==> src/rtl/regport_pkg.sv <==
package regport_pkg;

    typedef enum logic [1:0] {
        ST_IDLE = 2'd0,
        ST_BUSY = 2'd1,
        ST_DONE = 2'd2
    } port_st_e;

    localparam logic [1:0] SPD_FAST = 2'b00;
    localparam logic [1:0] SPD_MED  = 2'b01;

    typedef struct packed {
        logic req;
        logic rd;
    } host_cmd_t;

    // Speed field to number of busy cycles before completion
    function automatic logic [2:0] speed_to_wait(input logic [1:0] spd);
        case (spd)
            SPD_FAST: return 3'd2;
            SPD_MED:  return 3'd3;
            default:  return 3'd4;
        endcase
    endfunction

    // Turn raw bus pins into a request and a direction for either bus style
    function automatic host_cmd_t decode_cmd(input logic mode, input logic cs_n,
                                             input logic strb_n, input logic aux);
        host_cmd_t c;
        if (mode) begin
            c.req = !cs_n && !strb_n;
            c.rd  = aux;
        end else begin
            c.req = !cs_n && (!strb_n || !aux);
            c.rd  = !strb_n;
        end
        return c;
    endfunction

endpackage

==> src/rtl/regport_sync.sv <==
module regport_sync #(
    parameter int W = 3,
    parameter int STAGES = 2,
    parameter logic [W-1:0] RST_VAL = '1
) (
    input  logic         clk,
    input  logic         rst,
    input  logic [W-1:0] d,
    output logic [W-1:0] q
);
    logic [STAGES-1:0][W-1:0] pipe_q;

    always_ff @(posedge clk) begin
        if (rst) begin
            for (int i = 0; i < STAGES; i++) pipe_q[i] <= RST_VAL;
        end else begin
            pipe_q[0] <= d;
            for (int i = 1; i < STAGES; i++) pipe_q[i] <= pipe_q[i-1];
        end
    end

    assign q = pipe_q[STAGES-1];
endmodule

==> src/rtl/regport_ctrl.sv <==
module regport_ctrl
    import regport_pkg::*;
#(
    parameter int CNT_W = 3,
    parameter int DW = 8
) (
    input  logic             clk,
    input  logic             rst,
    input  host_cmd_t        cmd_s,
    input  logic [CNT_W-1:0] wait_len,
    input  logic [DW-1:0]    rdata,
    output port_st_e         st,
    output logic             commit_wr,
    output logic             rd_lat,
    output logic [DW-1:0]    rdata_q
);
    port_st_e         st_q;
    logic [CNT_W-1:0] cnt_q;
    logic [CNT_W-1:0] wait_q;
    logic             rd_q;
    logic             finish;

    assign finish = (st_q == ST_BUSY) && (cnt_q == wait_q);

    always_ff @(posedge clk) begin
        if (rst) begin
            st_q    <= ST_IDLE;
            cnt_q   <= '0;
            wait_q  <= '0;
            rd_q    <= 1'b0;
            rdata_q <= '0;
        end else begin
            case (st_q)
                ST_IDLE: begin
                    if (cmd_s.req) begin
                        st_q   <= ST_BUSY;
                        cnt_q  <= CNT_W'(1);
                        wait_q <= wait_len;
                        rd_q   <= cmd_s.rd;
                    end
                end
                ST_BUSY: begin
                    if (finish) begin
                        st_q <= ST_DONE;
                        if (rd_q) rdata_q <= rdata;
                    end else begin
                        cnt_q <= cnt_q + CNT_W'(1);
                    end
                end
                ST_DONE: begin
                    if (!cmd_s.req) st_q <= ST_IDLE;
                end
                default: st_q <= ST_IDLE;
            endcase
        end
    end

    assign st        = st_q;
    assign commit_wr = finish && !rd_q;
    assign rd_lat    = rd_q;
endmodule

==> src/rtl/regport_regfile.sv <==
module regport_regfile #(
    parameter int DW = 8,
    parameter int AW = 3,
    parameter int CTRL_ADDR = 7,
    localparam int DEPTH = 1 << AW
) (
    input  logic                     clk,
    input  logic                     rst,
    input  logic                     we,
    input  logic [AW-1:0]            addr,
    input  logic [DW-1:0]            wdata,
    output logic [DW-1:0]            rdata,
    output logic [1:0]               speed,
    output logic [DEPTH-1:0][DW-1:0] img
);
    logic [DEPTH-1:0][DW-1:0] regs_q;

    for (genvar g = 0; g < DEPTH; g++) begin : g_entry
        always_ff @(posedge clk) begin
            if (rst)
                regs_q[g] <= '0;
            else if (we && (addr == AW'(g)))
                regs_q[g] <= wdata;
        end
    end

    assign rdata = regs_q[addr];
    assign speed = regs_q[CTRL_ADDR][1:0];
    assign img   = regs_q;
endmodule

==> src/rtl/regport_top.sv <==
module regport_top
    import regport_pkg::*;
#(
    parameter int DW = 8,
    parameter int AW = 3,
    parameter int CTRL_ADDR = 7,
    parameter int SYNC_STAGES = 2,
    parameter int CNT_W = 3,
    localparam int DEPTH = 1 << AW
) (
    input  logic          clk,
    input  logic          rst,
    input  logic          mode_i,
    input  logic          cs_n_i,
    input  logic [AW-1:0] addr_i,
    input  logic          rd_ds_n_i,
    input  logic          wr_rw_i,
    input  logic [DW-1:0] din_i,
    output logic [DW-1:0] dout_o,
    output logic          dout_oe_o,
    output logic          ack_pull_o
);
    logic [2:0]               pins_s;
    host_cmd_t                raw_cmd;
    host_cmd_t                cmd_s;
    port_st_e                 st_w;
    logic                     commit_w;
    logic                     rd_lat_w;
    logic [DW-1:0]            rdata_w;
    logic [1:0]               speed_w;
    logic [DEPTH-1:0][DW-1:0] reg_img;

    regport_sync #(.W(3), .STAGES(SYNC_STAGES), .RST_VAL(3'b111)) sync_i (
        .clk (clk),
        .rst (rst),
        .d   ({cs_n_i, rd_ds_n_i, wr_rw_i}),
        .q   (pins_s)
    );

    assign raw_cmd = decode_cmd(mode_i, cs_n_i, rd_ds_n_i, wr_rw_i);
    assign cmd_s   = decode_cmd(mode_i, pins_s[2], pins_s[1], pins_s[0]);

    regport_ctrl #(.CNT_W(CNT_W), .DW(DW)) ctrl_i (
        .clk       (clk),
        .rst       (rst),
        .cmd_s     (cmd_s),
        .wait_len  (CNT_W'(speed_to_wait(speed_w))),
        .rdata     (rdata_w),
        .st        (st_w),
        .commit_wr (commit_w),
        .rd_lat    (rd_lat_w),
        .rdata_q   (dout_o)
    );

    regport_regfile #(.DW(DW), .AW(AW), .CTRL_ADDR(CTRL_ADDR)) regs_i (
        .clk   (clk),
        .rst   (rst),
        .we    (commit_w),
        .addr  (addr_i),
        .wdata (din_i),
        .rdata (rdata_w),
        .speed (speed_w),
        .img   (reg_img)
    );

    // Mode 0 holds ready low from strobe until completion; mode 1 acknowledges after completion
    assign ack_pull_o = mode_i ? (st_w == ST_DONE)
                               : ((st_w == ST_BUSY) || ((st_w == ST_IDLE) && raw_cmd.req));

    assign dout_oe_o = (st_w == ST_DONE) && rd_lat_w && raw_cmd.req && raw_cmd.rd;
endmodule

==> config.mk <==
export PLATFORM = sky130hd
export DESIGN_NAME = regport_top
export DESIGN_NICKNAME = d
export VERILOG_FILES = /design/src/rtl/regport_pkg.sv /design/src/rtl/regport_sync.sv /design/src/rtl/regport_ctrl.sv /design/src/rtl/regport_regfile.sv /design/src/rtl/regport_top.sv
export SDC_FILE = /design/constraint.sdc
export NUM_CORES = 1
export LEC_CHECK = 0
export ABC_AREA = 1
export BUFFER_PORTS_ARGS = -buffer_cell sky130_fd_sc_hd__clkbuf_2
export CORE_MARGIN = 10
export CORE_UTILIZATION = 38
export DETAILED_ROUTE_END_ITERATION = 10
export PLACE_DENSITY_LB_ADDON = 0.1
export SLEW_MARGIN = 10
export SYNTH_ARGS = -nofsm -noshare
export SYNTH_HDL_FRONTEND = slang
export SYNTH_SLANG_ARGS = --single-unit
==> constraint.sdc <==
create_clock -name clk -period 2.1 [get_ports clk]
set_input_delay 0 -clock clk [delete_from_list [all_inputs] [get_ports clk]]
set_output_delay 0 -clock clk [all_outputs]
set_load 0.02 [all_outputs]
==> results of run 1 <==
## stage by stage
stage | hold slack [ps] | area (µm²)
floorplan | 82.4 | 4370
global placement | 205 | 4510
detailed placement | 206 | 4510
CTS | 26.9 | 4940
global route | 41.0 | 4940
finish | 31.0 | 4940
## cells by family (layout without fill, tap and decap cells)
| family | after synthesis | after routing |
|---|---|---|
| simple gates | 448 | 448 |
| buf+inv | 128 | 146 |
| flops | 87 | 87 |
| compound gates | 16 | 16 |
| xor+xnor | 2 | 2 |
| fa+ha+maj | 1 | 1 |
## flip-flops by register name, indices dropped and copies added, names as in the netlist
| name | flops |
|---|---|
| regs_i.img | 64 |
| sync_i.q | 3 |
| ctrl_i.wait_q | 3 |
| ctrl_i.rdata_q | 8 |
| ctrl_i.st | 2 |
| sync_i.pipe_q | 3 |
| ctrl_i.rd_lat | 1 |
| ctrl_i.cnt_q | 3 |
## area by class of cell
| type | instances | area [µm²] |
|---|---|---|
| Clock buffer | 10 | 239 |
| Multi-Input combinational cell | 467 | 2050 |
| Inverter | 95 | 357 |
| Tap cell | 143 | 179 |
| Sequential cell | 87 | 1740 |
| Fill cell | 1168 | 6380 |
| Timing Repair Buffer | 35 | 220 |
| Clock inverter | 6 | 155 |
## placed cells by master (no fill, tap or decap), types with 2 or more instances in the layout
master and n:
a21oi_1 7, buf_4 4, bufinv_16 5, clkbuf_16 9
clkbuf_2 26, dfxtp_1 87, dlygate4sd3_1 4, inv_1 90
inv_2 5, nand2_1 253, nand3_1 2, nand4_1 16
nand4_4 8, nor2_1 155, nor2_2 5, nor2_4 2
o21ai_0 5, or2_2 3
## power groups by stage
stage,combinational (µW),sequential [µW],clock [µW]
CTS,184,1660,2160
detailed placement,178,1700,0
global placement,177,1700,0
global route,197,1660,2220
finish,181,1660,2130
floorplan,114,1700,0
## tightest hold or removal path, delay by kind of cell
family	cells	cell delay (ps)
simple gates	2	180
buf+inv	1	170
## how the worst min path moves through the flow
stage	to	slack, ps	cells after the start
after floorplan	dout_oe_o	80	1
after global placement	sync_i.pipe_q[0]	200	3
after detailed placement	sync_i.pipe_q[0]	210	3
after CTS	regs_i.img[19]	30	3
after global routing	regs_i.img[0]	40	3
final	regs_i.img[43]	30	3
## routing by layer
metal | vias to the layer above | global-route usage
li1 | 2037 | -
met1 | 1685 | 0.172
met2 | 62 | 0.221
met3 | 15 | 0.0409
met4 | 0 | 0.0536
met5 | - | 0
## timing repair
item,CTS,global route
hold buffers,4,0
setup endpoints to repair,0,0
endpoints found under the hold margin,10,0
==> results_dict.tcl, run 1 <==
set metrics [dict create \
    tightest_slew_ps 668 \
    area_delta_synth_final_pct 13.2 \
    syn_inst 682 \
    comb_power_share 0.046 \
    cp_data_arrival_time_ps 1870 \
    async_flop_share 0 \
    initial_core_util 0.386 \
    power_uw 3970 \
    numCtsBuffers 9 \
    crit_chain "nand2_1, nand2_1, nand2_2, nor2_8, nand4_4, nand2_1, nand2_1, nor2_1" \
    nets 713 \
    wl_met2_mm 5.04 \
    ctsLongestPathBuffers 2 \
    wl_met1_mm 5.35 \
    maxCapViolCount 0 \
    p_leak_uw 0.00252 \
    p_sw_uw 836 \
    die_h_um 127 \
    fp-row-count 39 \
    finalHoldViolations 0 \
    cp.depth 8 \
    dieArea_um2 16200 \
    synth_area_um2 4370 \
    top_layer "met4" \
    drive_gt1_frac 0.104 \
    ios 27 \
    tns_ps 0 \
    path_buf_inv 0 \
    die_w_um 127 \
    critical_path.max_fanout 16 \
    synth_largest_area_cell "dfxtp_1" \
    dp_cells 823 \
    ys_ff_latch 87 \
    swShare 0.210 \
    portBuffers 26 \
    grt_max_degree 53 \
    grt_pass1_wl_mm 17.8 \
    worstSetupEndpointType "register" \
    required_ps 2390 \
    dr.pass1.iters 4 \
    yosys.area_share.adder 0.00286 \
    vias 3799 \
    maxSlewViolCount 0 \
    cp_top_family "simple AND/OR/NAND/NOR gates" \
    cts_sinks 87 \
    routabilityCongestion 0.790 \
    cp_slowest_stage_delay_ps 390 \
    synth_xor_area_frac 0.00401 \
    final_core_util 0.437 \
    synth_seq_area_share 0.399 \
    synth.top_cell.area_share 0.399 \
    min_path_type "in -> reg" \
    max_freq_mhz 630 \
    synth-edff-count 0 \
    fin_skew_ps 4.43 \
    finalWorstSetupSlack_ps 512 \
    dr_wl_met3_um 537 \
    cts_setup_buffers 0 \
    post-place-ws_ps 525 \
    r2r_start "ctrl_i.cnt_q[2]" \
    yosys-top-cells-count "nand2_1, nor2_1, inv_1" \
    worstSetupPathType "reg -> reg" \
    synth_top_family_by_area "simple AND/OR/NAND/NOR gates" \
    cts-root-buf "clkbuf_16" \
    synth_warnings 0 \
    cts_tree "done" \
    muxShareOfSynthArea 0 \
    crit_path_frequent_cell "nand2_1" \
    crit_slowest_cell "dfxtp_1" \
    p_seq_frac 0.419 \
    ff2ff_setup_slack_ps 510 \
    yosysUniqueCellTypes 29 \
    grt_overflow 0 \
    period_minus_slack_ps 1590 \
    rr_worst_depth 8 \
    dp_hpwl_mm 7.32 \
    cp-endpoint "regs_i.img[20]" \
    clk_pin_slew_ps 70 \
    startpoint "ctrl_i.cnt_q[2]" \
    post-synth-top-count-cell "nand2_1" \
    viasPerCell 4.51 \
    antenna_cells 0 \
    rsz0062_at_grt "no" \
    power_density_nw_per_um2 803 \
    route.detailed.drc 0 \
    p_int_uw 3140 \
    clock_latency_ps 360 \
    avgSynthCellArea_um2 6.40 \
    drtIter0Drc 198 \
    reg2reg_to "regs_i.img[20]" \
    fin_crit_sh 0.756 \
    wl_per_cell_um 13.2 \
    grt_usage 0.139 \
    grt_pass1_vias 3399 \
    cts.htree.levels 3 \
    cts_resized 0 \
    ir_worst_vdd_uv 852 \
    ys_top_cells_by_area "dfxtp_1, nand2_1, nor2_1, inv_1, nand4_4" \
    setup_viol 0 \
    synth_ff_type "dfxtp_1" \
    clockPowerShare 0.536 \
    status "complete, no violations" \
    synth-simple-area-share 0.443 \
    relSlewSlack 0.554 \
    drt_wl_total_mm 11.1 \
    design.core.area_um2 11300 \
    start_kind "register" \
    min_from "din_i[3]" \
    ant_nets 0 \
    synth_compound_area_frac 0.0203 \
    syn_nets 700 \
    fin_cells 843 \
    antenna_found_initial 0 \
]
Note: power is estimated with default switching activity, not from simulation.
==> inputs of run 2 (changes only) <==
clock period = 1.4 ns   (was 2.1 ns; I/O delays follow)
==> results_dict.tcl, run 2 (synthesized netlist as in run 1, its figures left out) <==
set metrics [dict create \
    dp_hpwl_mm 7.61 \
    required_ps 1640 \
    grt_usage 0.151 \
    worstSetupPathType "reg -> reg" \
    ir_worst_vdd_uv 911 \
    critical_path.max_fanout 8 \
    portBuffers 26 \
    final_core_util 0.486 \
    nFillCells 1155 \
    nets 744 \
    p_seq_frac 0.467 \
    worstSetupEndpointType "register" \
    p_int_uw 4130 \
    r2r_start "ctrl_i.wait_q[0]" \
    viasPerCell 4.63 \
    path_buf_inv 2 \
    startpoint "ctrl_i.wait_q[0]" \
    cts.htree.levels 3 \
    largest_register_ffs 64 \
    ant_nets 0 \
    fp-row-count 39 \
    period_minus_slack_ps 1450 \
    fin_skew_ps 7.82 \
    drt_wl_total_mm 12.4 \
    p_leak_uw 0.00266 \
    initial_core_util 0.386 \
    fin_crit_sh 1.04 \
    grt_max_degree 39 \
    cts_sinks 87 \
    crit_slowest_cell "dfxtp_2" \
    finalHoldViolations 0 \
    final_common_cell "nand2_1" \
    cts-root-buf "clkbuf_16" \
    crit_path_frequent_cell "buf_12" \
    power_density_nw_per_um2 971 \
    vias 4048 \
    min_path_type "in -> reg" \
    die_h_um 127 \
    die_w_um 127 \
    rsz0062_at_grt "yes" \
    finalWorstSetupSlack_ps -54.9 \
    cts_tree "done" \
    hold_depth 3 \
    clockPowerShare 0.467 \
    cp_data_arrival_time_ps 1690 \
    maxCapViolCount 0 \
    wl_per_cell_um 14.2 \
    setup_viol 11 \
    ctsLongestPathBuffers 2 \
    status "finished with violations" \
    failed_checks "negative setup slack" \
    numCtsBuffers 9 \
    area_delta_synth_final_pct 26.0 \
    detailed_place.area_um2 4740 \
    grt_overflow 0 \
    routabilityCongestion 0.807 \
    relSlewSlack 0.690 \
    cp-endpoint "regs_i.img[8]" \
    cp.depth 7 \
    cp_slowest_stage_delay_ps 350 \
    crit_chain "xor2_4, nor2_8, buf_12, nand4_4, buf_12, nor2_1, nor2_2" \
    clock_latency_ps 350 \
    grt_pass1_vias 3706 \
    grt_pass1_wl_mm 19.5 \
    multi_input_area_um2 2310 \
    route.detailed.drc 0 \
    drive_gt1_frac 0.239 \
    tns_ps -400 \
    design.core.area_um2 11300 \
    antenna_found_initial 0 \
    seqCellArea_um2 1750 \
    cp_top_family "simple AND/OR/NAND/NOR gates" \
    tightest_slew_ps 463 \
    antenna_cells 0 \
    final_cell_area_um2 5500 \
    ios 27 \
    p_sw_uw 1210 \
    dr.pass1.iters 4 \
    rr_worst_depth 7 \
    swShare 0.227 \
    maxSlewViolCount 0 \
    start_kind "register" \
    max_freq_mhz 687 \
    clk_pin_slew_ps 60 \
    ff2ff_setup_slack_ps -50 \
    drtIter0Drc 222 \
    reg2reg_to "regs_i.img[8]" \
    comb_power_share 0.066 \
    dieArea_um2 16200 \
    layout_common_cells "nand2_1, nor2_1, inv_1, dfxtp_1, nand2_2" \
]
==> run 2: cell types whose count changed in the layout (fill, tap and decap cells not counted), sizes merged <==
cell	before	now
buf	5	32
bufinv	5	1
clkbuf	36	40
nand4	24	27
clkinv	1	2
dlygate4sd3	4	3
nand3	3	4
==> run 2: power by group through the flow <==
stage                     logic, µW  clock network, µW  registers (µW)
after floorplan                 171                  0            2550
after global placement          304                  0            2550
after detailed placement        303                  0            2550
after CTS                       340               2560            2500
after global routing            379               2680            2500
final                           351               2500            2500
==> run 2: metal layers <==
| metal | vias to the layer above | track usage | wire (µm) |
|---|---|---|---|
| met4 | 0 | 0.0476 | 224 |
| met3 | 13 | 0.0443 | 510 |
| met1 | 1863 | 0.189 | 5820 |
| li1 | 2114 | - | - |
| met2 | 58 | 0.244 | 5810 |
| met5 | - | 0 | 0 |
==> run 2: worst register-to-register path, delay by kind of cell, from the launching register on <==
kind	cells	cell delay (ps)
simple gates	4	440
buf+inv	2	360
xor+xnor	1	200
flops	1	350
==> run 2: timing repair <==
action	in CTS	in global routing
setup endpoints to repair	76	73
hold buffers	3	0
endpoints found under the hold margin	3	0
buffers inserted	4	3
cloned	4	3
pin swaps	6	20
resized for setup	33	56
==> run 2: final cells by class <==
type | count | area share
clock buffers | 13 | 0.0491
clock inverters | 3 | 0.00728
inverters | 95 | 0.0662
multi-input cells | 471 | 0.419
flip-flops and latches | 87 | 0.319
well taps | 143 | 0.0325
repair buffers | 62 | 0.107
==> run 2: how the worst min path moves through the flow <==
| stage | startpoint | to | slack [ps] |
|---|---|---|---|
| 3_5_place_dp | wr_rw_i | sync_i.pipe_q[0] | 220 |
| 3_3_place_gp | rd_ds_n_i | sync_i.pipe_q[1] | 210 |
| 6_report | din_i[7] | regs_i.img[31] | 10 |
| 4_1_cts | rst | ctrl_i.wait_q[1] | 2 |
| 5_1_grt | rst | ctrl_i.wait_q[0] | 10 |
| 2_1_floorplan | cs_n_i | dout_oe_o | 80 |
==> run 2: metrics by stage <==
step | power [µW] | hold slack (ps) | cells | worst slack (ps)
CTS | 5400 | 2.32 | 869 | -56.6
global placement | 2850 | 211 | 842 | -108
detailed placement | 2850 | 218 | 842 | -115
finish | 5340 | 14.6 | 874 | -54.9
global route | 5550 | 12.5 | 874 | -132
floorplan | 2720 | 82.4 | 682 | -1.45
==> inputs of run 3 (changes only) <==
CELL_PAD_IN_SITES_DETAIL_PLACEMENT = 1   (was default)
CELL_PAD_IN_SITES_GLOBAL_PLACEMENT = 1   (was default)
==> results_dict.tcl, run 3 (synthesized netlist as in run 1, its figures left out) <==
set metrics [dict create \
    drt_wl_total_mm 14.6 \
    ant_nets 0 \
    fp-row-count 39 \
    cp_top_family "simple AND/OR/NAND/NOR gates" \
    viasPerCell 4.81 \
    dp_hpwl_mm 9.13 \
    drtIter0Drc 220 \
    clockPowerShare 0.479 \
    fin_crit_sh 1.07 \
    hold_depth 3 \
    holdPathEnd "ctrl_i.cnt_q[2]" \
    die_h_um 127 \
    drive_gt1_frac 0.262 \
    final_cell_area_um2 5580 \
    p_leak_uw 0.00266 \
    p_seq_frac 0.456 \
    r2r_start "ctrl_i.cnt_q[1]" \
    dr.pass1.iters 4 \
    period_minus_slack_ps 1490 \
    grt_usage 0.177 \
    worstSetupPathType "reg -> reg" \
    vias 4208 \
    rr_worst_depth 11 \
    cp_data_arrival_time_ps 1780 \
    crit_slowest_cell "dfxtp_2" \
    grt_pass1_wl_mm 22.8 \
    route.detailed.drc 0 \
    tightest_slew_ps 490 \
    final_core_util 0.493 \
    cts_sinks 87 \
    finalWorstSetupSlack_ps -93.3 \
    relSlewSlack 0.673 \
    path_buf_inv 3 \
    numCtsBuffers 9 \
    reg2reg_to "regs_i.img[50]" \
    cts.htree.levels 3 \
    worstSetupEndpointType "register" \
    power_density_nw_per_um2 982 \
    tns_ps -2210 \
    cts_tree "done" \
    cp_slowest_stage_delay_ps 330 \
    status "finished with violations" \
    grt_overflow 0 \
    initial_core_util 0.386 \
    grt_max_degree 31 \
    comb_power_share 0.065 \
    max_freq_mhz 670 \
    critical_path.max_fanout 8 \
    p_int_uw 4210 \
    nets 743 \
    maxCapViolCount 0 \
    area_delta_synth_final_pct 27.7 \
    min_from "rst" \
    detailed_place.area_um2 4720 \
    start_kind "register" \
    routabilityCongestion 0.758 \
    cts-root-buf "clkbuf_16" \
    dieArea_um2 16200 \
    required_ps 1690 \
    ios 27 \
    p_sw_uw 1270 \
    rsz0062_at_grt "yes" \
    setup_viol 54 \
    die_w_um 127 \
    design.core.area_um2 11300 \
    wl_per_cell_um 16.7 \
    maxSlewViolCount 0 \
    fin_skew_ps 7.12 \
    crit_chain "inv_2, nand2_1, nand2_1, nand2_4, nor2_8, buf_12, nand4_4, buf_12, nand2_4, nand2_2, nor2_2" \
    ir_worst_vdd_uv 858 \
    clk_pin_slew_ps 60 \
    layout_common_cells "nand2_1, nor2_1, inv_1, dfxtp_1, nand2_2" \
    portBuffers 26 \
    swShare 0.232 \
    failed_checks "negative setup slack" \
    min_path_type "in -> reg" \
    antenna_found_initial 1 \
    clock_latency_ps 350 \
    final_common_cell "nand2_1" \
    largest_register_ffs 64 \
    ff2ff_setup_slack_ps -90 \
    grt_pass1_vias 4316 \
    ctsLongestPathBuffers 2 \
    finalHoldViolations 0 \
]
==> run 3: final cells by class <==
type                            count  area, µm²
Fill cell                        1481       5740
Multi-Input combinational cell    471       2380
Sequential cell                    87       1750
Timing Repair Buffer               61        583
Inverter                           95        362
Clock buffer                       10        239
Tap cell                          143        179
Clock inverter                      6       83.8
Antenna cell                        1       2.50
==> run 3: metrics by stage <==
step           worst slack (ps)  power (µW)  hold slack (ps)  instances
3_5_place_dp               -149        2860              212        841
6_report                  -93.3        5480             30.1        874
2_1_floorplan             -1.45        2720             82.4        682
5_1_grt                    -180        5680             44.5        874
3_3_place_gp              -66.6        2850              207        841
4_1_cts                   -51.1        5510             21.4        868
==> run 3: worst reg2reg max path, stage by stage (launching register included) <==
cell     delay (ps)
dfxtp_2         330
inv_2            40
nand2_1          40
nand2_1         100
nand2_4          80
nor2_8          140
buf_12          160
nand4_4         130
buf_12          200
nand2_4          60
nand2_2          40
nor2_2          110
==> run 3: repair_timing <==
item | CTS | global route
setup buffers | 5 | 2
pin swaps | 5 | 14
cloned | 3 | 3
endpoints found under the hold margin | 3 | 0
endpoints found under the setup margin | 70 | 81
hold buffers | 3 | 0
resized for setup | 28 | 79
==> run 3: per-layer routing <==
layer	share of wire	vias to the layer above	wire length, µm	GRT usage
li1	-	2109	-	-
met3	0.034	23	504	0.0426
met5	0	-	0	0
met1	0.45	2022	6570	0.210
met2	0.50	54	7280	0.313
met4	0.018	0	264	0.0415
==> run 3: power groups by stage <==
stage	Clock [µW]	Sequential (µW)	Combinational, µW
2_1_floorplan	0	2550	171
3_3_place_gp	0	2550	305
3_5_place_dp	0	2550	310
6_report	2620	2500	356
5_1_grt	2790	2500	386
4_1_cts	2680	2500	333
==> run 3: how the worst max path moves through the flow <==
stage,slack (ps),cells after the start,end,start
finish,-90,11,regs_i.img[50],ctrl_i.cnt_q[1]
global route,-180,10,regs_i.img[5],ctrl_i.wait_q[2]
floorplan,-1,9,regs_i.img[0],ctrl_i.cnt_q[1]
CTS,-50,5,dout_oe_o,ctrl_i.st[1]
detailed placement,-150,9,regs_i.img[40],ctrl_i.wait_q[2]
global placement,-70,9,regs_i.img[54],ctrl_i.wait_q[2]
